### config.mk
export PLATFORM = sky130hd
export DESIGN_NAME = lc_seq_fsm
export DESIGN_NICKNAME = d
export VERILOG_FILES = /design/src/rtl/lc_seq_pkg.sv /design/src/rtl/lc_seq_next.sv /design/src/rtl/lc_seq_tokchk.sv /design/src/rtl/lc_seq_outdec.sv /design/src/rtl/lc_seq_fsm.sv
export SDC_FILE = /design/constraint.sdc
export NUM_CORES = 1
export LEC_CHECK = 0
export ABC_CLOCK_PERIOD_IN_PS = 2400
export BUFFER_PORTS_ARGS = -buffer_cell sky130_fd_sc_hd__buf_2
export CELL_PAD_IN_SITES_DETAIL_PLACEMENT = 1
export CELL_PAD_IN_SITES_GLOBAL_PLACEMENT = 1
export CORE_MARGIN = 8
export CORE_UTILIZATION = 35
export CTS_CLUSTER_SIZE = 10
export DETAILED_ROUTE_END_ITERATION = 10
export PLACE_DENSITY_LB_ADDON = 0.1
export SYNTH_ARGS = -nofsm -noshare
export SYNTH_HDL_FRONTEND = slang
export SYNTH_SLANG_ARGS = --single-unit
### constraint.sdc
create_clock -name clk_i -period 2.4 [get_ports clk_i]
set_input_delay 0.48 -clock clk_i [delete_from_list [all_inputs] [get_ports clk_i]]
set_output_delay 0.48 -clock clk_i [all_outputs]
set_load 0.01 [all_outputs]
### src/rtl/lc_seq_pkg.sv
`timescale 1ns/1ps
package lc_seq_pkg;

  localparam int ST_W = 7;

  // Sparse codes: 4 index bits followed by 3 parity bits (distance 3)
  typedef enum logic [ST_W-1:0] {
    ST_RESET   = 7'b0001011,
    ST_IDLE    = 7'b0010101,
    ST_CLKMUX  = 7'b0011110,
    ST_CNTINC  = 7'b0100110,
    ST_CNTPROG = 7'b0101101,
    ST_XCHECK  = 7'b0110011,
    ST_TOKHASH = 7'b0111000,
    ST_WIPE    = 7'b1000111,
    ST_TOKCMP0 = 7'b1001100,
    ST_TOKCMP1 = 7'b1010010,
    ST_XPROG   = 7'b1011001,
    ST_POST    = 7'b1100001,
    ST_SCRAP   = 7'b1101010,
    ST_ESC     = 7'b1110100,
    ST_INVALID = 7'b1111111
  } lc_st_e;

  // Code word for a 4-bit state index
  function automatic logic [ST_W-1:0] st_code(input logic [3:0] d);
    return {d, d[1] ^ d[2] ^ d[3], d[0] ^ d[2] ^ d[3], d[0] ^ d[1] ^ d[3]};
  endfunction

  function automatic logic is_legal(input logic [ST_W-1:0] c);
    return (c[ST_W-1:3] != 4'd0) && (c == st_code(c[ST_W-1:3]));
  endfunction

  // States from which an escalation input takes effect
  function automatic logic can_escalate(input lc_st_e s);
    return s inside {ST_IDLE, ST_CLKMUX, ST_CNTINC, ST_CNTPROG, ST_XCHECK,
                     ST_TOKHASH, ST_WIPE, ST_TOKCMP0, ST_TOKCMP1, ST_XPROG,
                     ST_POST, ST_INVALID};
  endfunction

endpackage

### src/rtl/lc_seq_next.sv
`timescale 1ns/1ps
module lc_seq_next
  import lc_seq_pkg::*;
(
  input  lc_st_e cur_i,
  input  logic   esc_any_i,
  input  logic   scrap_i,
  input  logic   req_i,
  input  logic   cnt_sat_i,
  input  logic   ok_i,
  input  logic   pdone_i,
  input  logic   perr_i,
  input  logic   hdone_i,
  input  logic   herr_i,
  input  logic   wack_i,
  input  logic   match_i,
  output lc_st_e nxt_o,
  output logic   fail_set_o,
  output logic   cap_o,
  output logic   cnt_ld_o
);

  always_comb begin
    nxt_o      = cur_i;
    fail_set_o = 1'b0;
    cap_o      = 1'b0;
    cnt_ld_o   = 1'b0;
    case (cur_i)
      ST_RESET: nxt_o = ST_IDLE;
      ST_IDLE: begin
        if (scrap_i)    nxt_o = ST_SCRAP;
        else if (req_i) nxt_o = ST_CLKMUX;
      end
      ST_CLKMUX: nxt_o = ST_CNTINC;
      ST_CNTINC: begin
        if (cnt_sat_i) begin
          nxt_o      = ST_POST;
          fail_set_o = 1'b1;
        end else begin
          nxt_o    = ST_CNTPROG;
          cnt_ld_o = 1'b1;
        end
      end
      ST_CNTPROG: begin
        if (perr_i) begin
          nxt_o      = ST_POST;
          fail_set_o = 1'b1;
        end else if (pdone_i) begin
          nxt_o = ST_XCHECK;
        end
      end
      ST_XCHECK: begin
        if (ok_i) begin
          nxt_o = ST_TOKHASH;
        end else begin
          nxt_o      = ST_POST;
          fail_set_o = 1'b1;
        end
      end
      ST_TOKHASH: begin
        if (herr_i) begin
          nxt_o      = ST_POST;
          fail_set_o = 1'b1;
        end else if (hdone_i) begin
          nxt_o = ST_WIPE;
          cap_o = 1'b1;
        end
      end
      ST_WIPE: if (wack_i) nxt_o = ST_TOKCMP0;
      ST_TOKCMP0, ST_TOKCMP1: begin
        if (!match_i) begin
          nxt_o      = ST_POST;
          fail_set_o = 1'b1;
        end else begin
          nxt_o = (cur_i == ST_TOKCMP0) ? ST_TOKCMP1 : ST_XPROG;
        end
      end
      ST_XPROG: begin
        if (perr_i) begin
          nxt_o      = ST_POST;
          fail_set_o = 1'b1;
        end else if (pdone_i) begin
          nxt_o = ST_POST;
        end
      end
      ST_POST, ST_SCRAP, ST_ESC: nxt_o = cur_i;
      ST_INVALID: nxt_o = ST_ESC;
      default: nxt_o = ST_INVALID;
    endcase

    if (esc_any_i && can_escalate(cur_i)) begin
      nxt_o      = ST_ESC;
      fail_set_o = 1'b0;
      cap_o      = 1'b0;
      cnt_ld_o   = 1'b0;
    end
  end

endmodule

### src/rtl/lc_seq_tokchk.sv
`timescale 1ns/1ps
module lc_seq_tokchk #(
  parameter int HASH_W = 32,
  parameter int LANES  = 4
) (
  input  logic              clk_i,
  input  logic              rst_ni,
  input  logic              cap_i,
  input  logic [HASH_W-1:0] hash_i,
  input  logic [HASH_W-1:0] token_i,
  output logic              match_o
);

  localparam int LANE_W = HASH_W / LANES;

  logic [HASH_W-1:0] digest_q;
  logic [LANES-1:0]  lane_eq;

  always_ff @(posedge clk_i or negedge rst_ni) begin
    if (!rst_ni)    digest_q <= '0;
    else if (cap_i) digest_q <= hash_i;
  end

  for (genvar g = 0; g < LANES; g++) begin : g_lane
    assign lane_eq[g] = (digest_q[g*LANE_W +: LANE_W] == token_i[g*LANE_W +: LANE_W]);
  end

  assign match_o = &lane_eq;

endmodule

### src/rtl/lc_seq_outdec.sv
`timescale 1ns/1ps
module lc_seq_outdec
  import lc_seq_pkg::*;
(
  input  lc_st_e st_i,
  output logic   clk_byp_o,
  output logic   prog_req_o,
  output logic   prog_tgt_o,
  output logic   hash_req_o,
  output logic   wipe_req_o
);

  always_comb begin
    clk_byp_o  = st_i inside {ST_CLKMUX, ST_CNTINC, ST_CNTPROG, ST_XCHECK,
                              ST_TOKHASH, ST_WIPE, ST_TOKCMP0, ST_TOKCMP1, ST_XPROG};
    prog_req_o = (st_i == ST_CNTPROG) || (st_i == ST_XPROG);
    prog_tgt_o = (st_i == ST_XPROG);
    hash_req_o = (st_i == ST_TOKHASH);
    wipe_req_o = (st_i == ST_WIPE);
  end

endmodule

### src/rtl/lc_seq_fsm.sv
`timescale 1ns/1ps
module lc_seq_fsm
  import lc_seq_pkg::*;
#(
  parameter int CNT_W     = 5,
  parameter int HASH_W    = 32,
  parameter int CMP_LANES = 4
) (
  input  logic              clk_i,
  input  logic              rst_ni,
  input  logic              esc_a_i,
  input  logic              esc_b_i,
  input  logic              trans_req_i,
  input  logic              scrap_lc_i,
  input  logic [CNT_W-1:0]  cnt_i,
  input  logic              trans_ok_i,
  input  logic              prog_done_i,
  input  logic              prog_err_i,
  input  logic              hash_done_i,
  input  logic              hash_err_i,
  input  logic [HASH_W-1:0] hash_i,
  input  logic [HASH_W-1:0] token_i,
  input  logic              wipe_ack_i,
  output logic [ST_W-1:0]   state_o,
  output logic              clk_byp_o,
  output logic              prog_req_o,
  output logic              prog_tgt_o,
  output logic [CNT_W-1:0]  cnt_prog_val_o,
  output logic              hash_req_o,
  output logic              wipe_req_o,
  output logic              fail_o
);

  lc_st_e           state_q, state_d;
  logic             fail_q;
  logic [CNT_W-1:0] cnt_val_q;

  // Named internal events, observed by the bound checker
  logic esc_any, cnt_sat, tok_match, fail_set, hash_cap, cnt_ld;

  assign esc_any = esc_a_i | esc_b_i;
  assign cnt_sat = &cnt_i;

  lc_seq_next u_next (
    .cur_i      (state_q),
    .esc_any_i  (esc_any),
    .scrap_i    (scrap_lc_i),
    .req_i      (trans_req_i),
    .cnt_sat_i  (cnt_sat),
    .ok_i       (trans_ok_i),
    .pdone_i    (prog_done_i),
    .perr_i     (prog_err_i),
    .hdone_i    (hash_done_i),
    .herr_i     (hash_err_i),
    .wack_i     (wipe_ack_i),
    .match_i    (tok_match),
    .nxt_o      (state_d),
    .fail_set_o (fail_set),
    .cap_o      (hash_cap),
    .cnt_ld_o   (cnt_ld)
  );

  lc_seq_tokchk #(
    .HASH_W (HASH_W),
    .LANES  (CMP_LANES)
  ) u_tokchk (
    .clk_i   (clk_i),
    .rst_ni  (rst_ni),
    .cap_i   (hash_cap),
    .hash_i  (hash_i),
    .token_i (token_i),
    .match_o (tok_match)
  );

  lc_seq_outdec u_outdec (
    .st_i       (state_q),
    .clk_byp_o  (clk_byp_o),
    .prog_req_o (prog_req_o),
    .prog_tgt_o (prog_tgt_o),
    .hash_req_o (hash_req_o),
    .wipe_req_o (wipe_req_o)
  );

  always_ff @(posedge clk_i or negedge rst_ni) begin
    if (!rst_ni) begin
      state_q   <= ST_RESET;
      fail_q    <= 1'b0;
      cnt_val_q <= '0;
    end else begin
      state_q <= state_d;
      if (fail_set) fail_q <= 1'b1;
      if (cnt_ld)   cnt_val_q <= cnt_i + CNT_W'(1);
    end
  end

  assign state_o        = state_q;
  assign fail_o         = fail_q;
  assign cnt_prog_val_o = cnt_val_q;

endmodule

[Word level (Yosys, flattened, before mapping)]
Index checks and enable logic that the tools add are counted.
Storage, ports and cells
  memory bits (read-only): 0
  bits in latches: 0
  memory bits (writable): 0
  output and inout bits: 18
  bits in registers: 45
  memories: 0
  bits of input ports: 81
Cells by class
  eq/ne operators: 25
  order comparisons: 0
  bitwise logic cells: 1
  $add $sub $neg: 1
  multiply operators: 0
  reductions and logical operators: 10
  shifts and indexed selects: 0
  muxes and demuxes: 29
  divide/modulo/power cells: 0
Operators by type and width (count)
  2-to-1 mux 7 bit: 13
  one-hot mux 7 bit (12 select lines): 1
  == test 7 bit, second input constant: 8
  == test 8 bit: 4
  == test 7 x 6 -> 1 bit, second input constant: 4
  == test 7 x 5 -> 1 bit, second input constant: 2
  2-to-1 mux 1 bit: 13
  nonzero test 12 bit: 1
  nonzero test 9 bit: 1
  inequality test 4 x 3 -> 1 bit, second input constant: 2
  inequality test 4 bit, second input constant: 2
  == test 7 x 4 -> 1 bit, second input constant: 1
  AND reduction 6 bit: 1
  adder 5 x 1 -> 5 bit, second input constant: 1
  one-hot mux 1 bit (5 select lines): 1
  AND reduction 5 bit: 1
  2-to-1 mux 4 bit: 1
  AND reduction 4 bit: 1
  OR reduction 2 bit: 2
  inequality test 3 x 2 -> 1 bit, second input constant: 1
  OR reduction 3 bit: 1
  inequality test 2 x 1 -> 1 bit, second input constant: 1
  logical AND 1 bit: 1
  logical OR 1 bit: 1
  OR 1 bit: 1

[Logic depth before layout (Yosys ltp)]
  word-level depth: 5
  depth in mapped cells: 10

[Modules after synthesis]
From an unflattened synthesis, not the netlist that was laid out.
Unflattened totals
  cell total of the unflattened synthesis: 308
  area, all modules: 3124.2 sq um
By module, submodules not included
  lc_seq_tokchk: times used 1, area each 1541.5 sq um, cells an instance 111
  lc_seq_next: times used 1, area each 938.4 sq um, cells an instance 139
  lc_seq_fsm: times used 1, area each 466.7 sq um, cells an instance 30
  lc_seq_outdec: times used 1, area each 177.7 sq um, cells an instance 28

[Worst setup path before layout]
OpenSTA, ideal clock, no wires.
  kind: register to register
  from: reg state_q[1], in the netlist state_o[1]
  to: reg u_tokchk.digest_q[0]
  library setup time: 125 ps
  path slack: -290 ps
  arrival time: 2565 ps
  cell stages (with the launch flop): 10
  cells stage by stage: dfstp_2 buf_2 nand3b_1 a21oi_4 or4_4 o32ai_4 and3_1 buf_6 buf_12 mux2_4
On the way
  word-level cells in the longest chain between the ends: 4
  elaborated cells on any way between the ends: 16
RTL lines
  start, declared: line lc_seq_fsm.sv:34  | lc_st_e state_q, state_d;
  start signal, assigned: line lc_seq_fsm.sv:90  | state_q <= state_d;
  == test 7 x 5 -> 1 bit, or another cell as far along: line lc_seq_pkg.sv:36  | return s inside {ST_IDLE, ST_CLKMUX, ST_CNTINC, ST_CNTPROG, ST_XCHECK,
  nonzero test 12 bit: line lc_seq_pkg.sv:36
  logical AND 1 bit: line lc_seq_next.sv:91  | if (esc_any_i && can_escalate(cur_i)) begin
  2-to-1 mux 1 bit *: line lc_seq_next.sv:91
  end signal, assigned: line lc_seq_tokchk.sv:21  | else if (cap_i) digest_q <= hash_i;
  end, declared: line lc_seq_tokchk.sv:16  | logic [HASH_W-1:0] digest_q;
Every way passes the cells marked *; elsewhere a longest branch is shown, timed or not.
A chain may end at the register's enable or synchronous reset.

[Final worst setup path]
  from: reg state_q[3], in the netlist state_o[3]
  to: out clk_byp_o
On the way
  word-level cells in the longest chain between the ends: 2
  elaborated cells on any way between the ends: 10
RTL lines
  == test 7 x 5 -> 1 bit, or another cell as far along: line lc_seq_outdec.sv:14  | clk_byp_o = st_i inside {ST_CLKMUX, ST_CNTINC, ST_CNTPROG, ST_XCHECK,
  nonzero test 9 bit *: line lc_seq_outdec.sv:14
  end, declared: line lc_seq_fsm.sv:25  | output logic clk_byp_o,
Marks and branches as above.

==> results_dict.tcl <==
set metrics [dict create \
    synth-async-reset-ratio_pct 100.0 \
    wl_met2_um 5071 \
    finalSetupViolations 41 \
    ys_warn_count 0 \
    synthDistinctLibCells 56 \
    cpMaxStageDelayCell "dfstp_2" \
    synth_fa_ha_area_share_pct 0.8275 \
    ir_drop_mv 0.3074 \
    criticalPathCategory "flop to output pin" \
    final_util_pct 51.19 \
    clockBufferDepth 2 \
    layout.cells.non_filler 531 \
    max_freq_mhz 370.2 \
    drtIter0Drc 149 \
    synth_top_family_by_area "simple AND/OR/NAND/NOR gates" \
    clk_pin_slew_ns 0.10 \
    tns_ns -9.669 \
    finalCriticalPeriod_ns 2.701 \
    hold_viol 0 \
    yosysMostFrequentCell "dfrtp_1" \
    critical_path_arrival_ns 2.22 \
    grt_setup_unrepaired "true" \
    seq_area_frac_synth_pct 37.36 \
    synth.avg_cell_area_um2 11.08 \
    synth_flop_cell "dfrtp_1" \
    io_pins 99 \
    placed_cells 514 \
    overflow 0 \
    grt_start_max_net_pins 26 \
    worst_path_most_repeated_cell "buf_6" \
    crit_chain "nor4bb_4, o21a_1, or4_4, buf_6, or2_4, buf_6" \
    final_nets 505 \
    synth-compound-area-share_pct 11.17 \
    required_ns 1.92 \
    hold_path_class "input pin to async pin" \
    muxShareOfSynthArea_pct 17.46 \
    power.leakage_nw 2.137 \
    end_kind "output pin" \
    cts_made_buffers 5 \
    clk_latency_ns 0.31 \
    grt_antenna_before_repair 0 \
    synth-xor-area-share_pct 9.847 \
    std_cell_rows 34 \
    io_buffers 98 \
    drcViolationCount 0 \
    fin_crit_sh_pct 112.5 \
    vias 2796 \
    synth_edf_count 0 \
    finClkSkew_ns 0.008432 \
    die_h_um 109.0 \
    max-cap-violations 0 \
    synth.area.top_cells "dfrtp_1, mux2_4, xor2_1, dfstp_2, nor4_1" \
    wl_met3_um 657 \
    wl_per_cell_um 19.60 \
    hpwl_um 8008 \
    synth.largest_area_cell "dfrtp_1" \
    crit_buf_inv 2 \
    grt_pass1_vias 3184 \
    power_per_cell_area_nw_per_um2 644.3 \
    ant_nets 0 \
    fin_ws_ns -0.3010 \
    routed_wl_um 10410 \
    cts_tree "built" \
    wl_met1_um 4624 \
    crit_fanout 7 \
    drive_above_1_share_pct 56.26 \
    gp_congestion 0.8935 \
    die_area_um2 11870 \
    violations "negative setup slack" \
    syn2layout_area_growth_pct 44.72 \
    worst_pin_slew_ns 0.6087 \
    crit_family "simple AND/OR/NAND/NOR gates" \
    synth_area_um2 3024 \
    grt_pass1_wl_um 16770 \
    synthSimpleGateAreaFrac_pct 18.29 \
    status "complete, but fails checks" \
    slew_headroom_pct 59.42 \
    core-area_um2 8551 \
    diodes 0 \
    start_util_pct 35.37 \
    viasPerCell 5.266 \
    cts_max_level 2 \
    clock-sinks 45 \
    critical_path.startpoint_type "flop" \
    die_x_um 109.0 \
    synth.top_cell.area_share_pct 34.75 \
    finalMaxSlewViolations 0 \
    critPathMaxStageDelay_ns 0.64 \
    ys_seq_elements 45 \
    first_pass_iters 4 \
    clockRootBuffer "clkbuf_8" \
    yosys-top-cells-count "dfrtp_1, xor2_1, mux2_4" \
    top_layer_used "met4" \
    grt_use_total_pct 17.78 \
    postSynthNetCount 356 \
    syn_inst 273 \
    postCtsHoldBufs 0 \
]
==> report_power, final <==
group          switching (mW)  internal [mW]
clock                   0.300          0.318
combinational           0.600          0.662
sequential             0.0981          0.842
==> worst paths after layout <==
kind | start | to | slack (ns) | depth (start not counted)
min in group clk_i | cnt_i[0] | cnt_prog_val_o[0] | 0.37 | 2
max in group asynchronous | rst_ni | u_tokchk.digest_q[13] | 1.51 | 2
setup / recovery | state_o[3] | clk_byp_o | -0.30 | 6
setup reg to reg | state_o[3] | u_tokchk.digest_q[31] | -0.30 | 8
hold reg to reg | fail_o | fail_o | 0.47 | 1
hold / removal | rst_ni | u_tokchk.digest_q[21] | 0.17 | 1
==> sequential cells by signal (all words and copies together) (netlist names) <==
register           count
cnt_prog_val_o         5
fail_o                 1
state_o                7
u_tokchk.digest_q     32
==> area by class of cell <==
cell class	count	area, µm²
repair buffers	158	1044
well taps	108	135.1
clock buffers	5	68.82
inverters	7	28.78
fillers	995	4174
multi-input cells	205	1919
flip-flops and latches	45	1132
clock inverters	3	48.80
==> cell usage in the layout, fill, tap and decap left out, types with 6 or more instances in the layout <==
| master | instances |
|---|---|
| a21oi_1 | 9 |
| buf_2 | 96 |
| buf_4 | 51 |
| buf_6 | 6 |
| dfrtp_1 | 40 |
| mux2_4 | 32 |
| nand2_1 | 6 |
| nand4_1 | 8 |
| nor2_1 | 14 |
| nor4_1 | 10 |
| o21ai_0 | 8 |
| xor2_1 | 33 |
==> per-stage QoR <==
| step | area [µm²] | hold slack [ns] | setup WS (ns) | power [mW] |
|---|---|---|---|---|
| detailed placement | 3949 | 0.4549 | -0.1427 | 2.029 |
| CTS | 4249 | 0.1827 | -0.2935 | 2.756 |
| floorplan | 3037 | 0.1844 | -0.1804 | 1.505 |
| global route | 4377 | 0.2196 | -0.3652 | 2.958 |
| global placement | 3949 | 0.4579 | -0.1111 | 2.009 |
| finish | 4377 | 0.1744 | -0.3010 | 2.820 |
==> per-layer routing <==
| layer | global-route usage, % | vias up |
|---|---|---|
| li1 | - | 1315 |
| met1 | 22.76 | 1396 |
| met2 | 29.94 | 78 |
| met3 | 4.255 | 7 |
| met4 | 3.226 | 0 |
| met5 | 0 | - |
==> worst register-to-register path: stages, from the launching register on <==
cell,delay (ns)
dfstp_2,0.64
nor4bb_4,0.07
o21a_1,0.19
or4_4,0.52
buf_6,0.15
o32ai_4,0.21
and3_4,0.32
buf_12,0.18
mux2_4,0.31
==> timing repair <==
item / 4_1_cts / 5_1_grt
endpoints found under the setup margin: 46 / 47
pin swaps: 11 / 7
resized for setup: 28 / 19
buffers inserted: 5 / 2
gates cloned: 1 / 1
==> logic make-up after synthesis <==
| kind of cell | after synthesis |
|---|---|
| AO/OA/AOI/OAI | 46 |
| XOR/XNOR | 34 |
| adder cells (fa/ha/maj) | 2 |
| buffers and inverters | 23 |
| flip-flops | 45 |
| multiplexers | 37 |
| AND/OR/NAND/NOR | 86 |
Note: power is estimated with default switching activity, not from simulation.
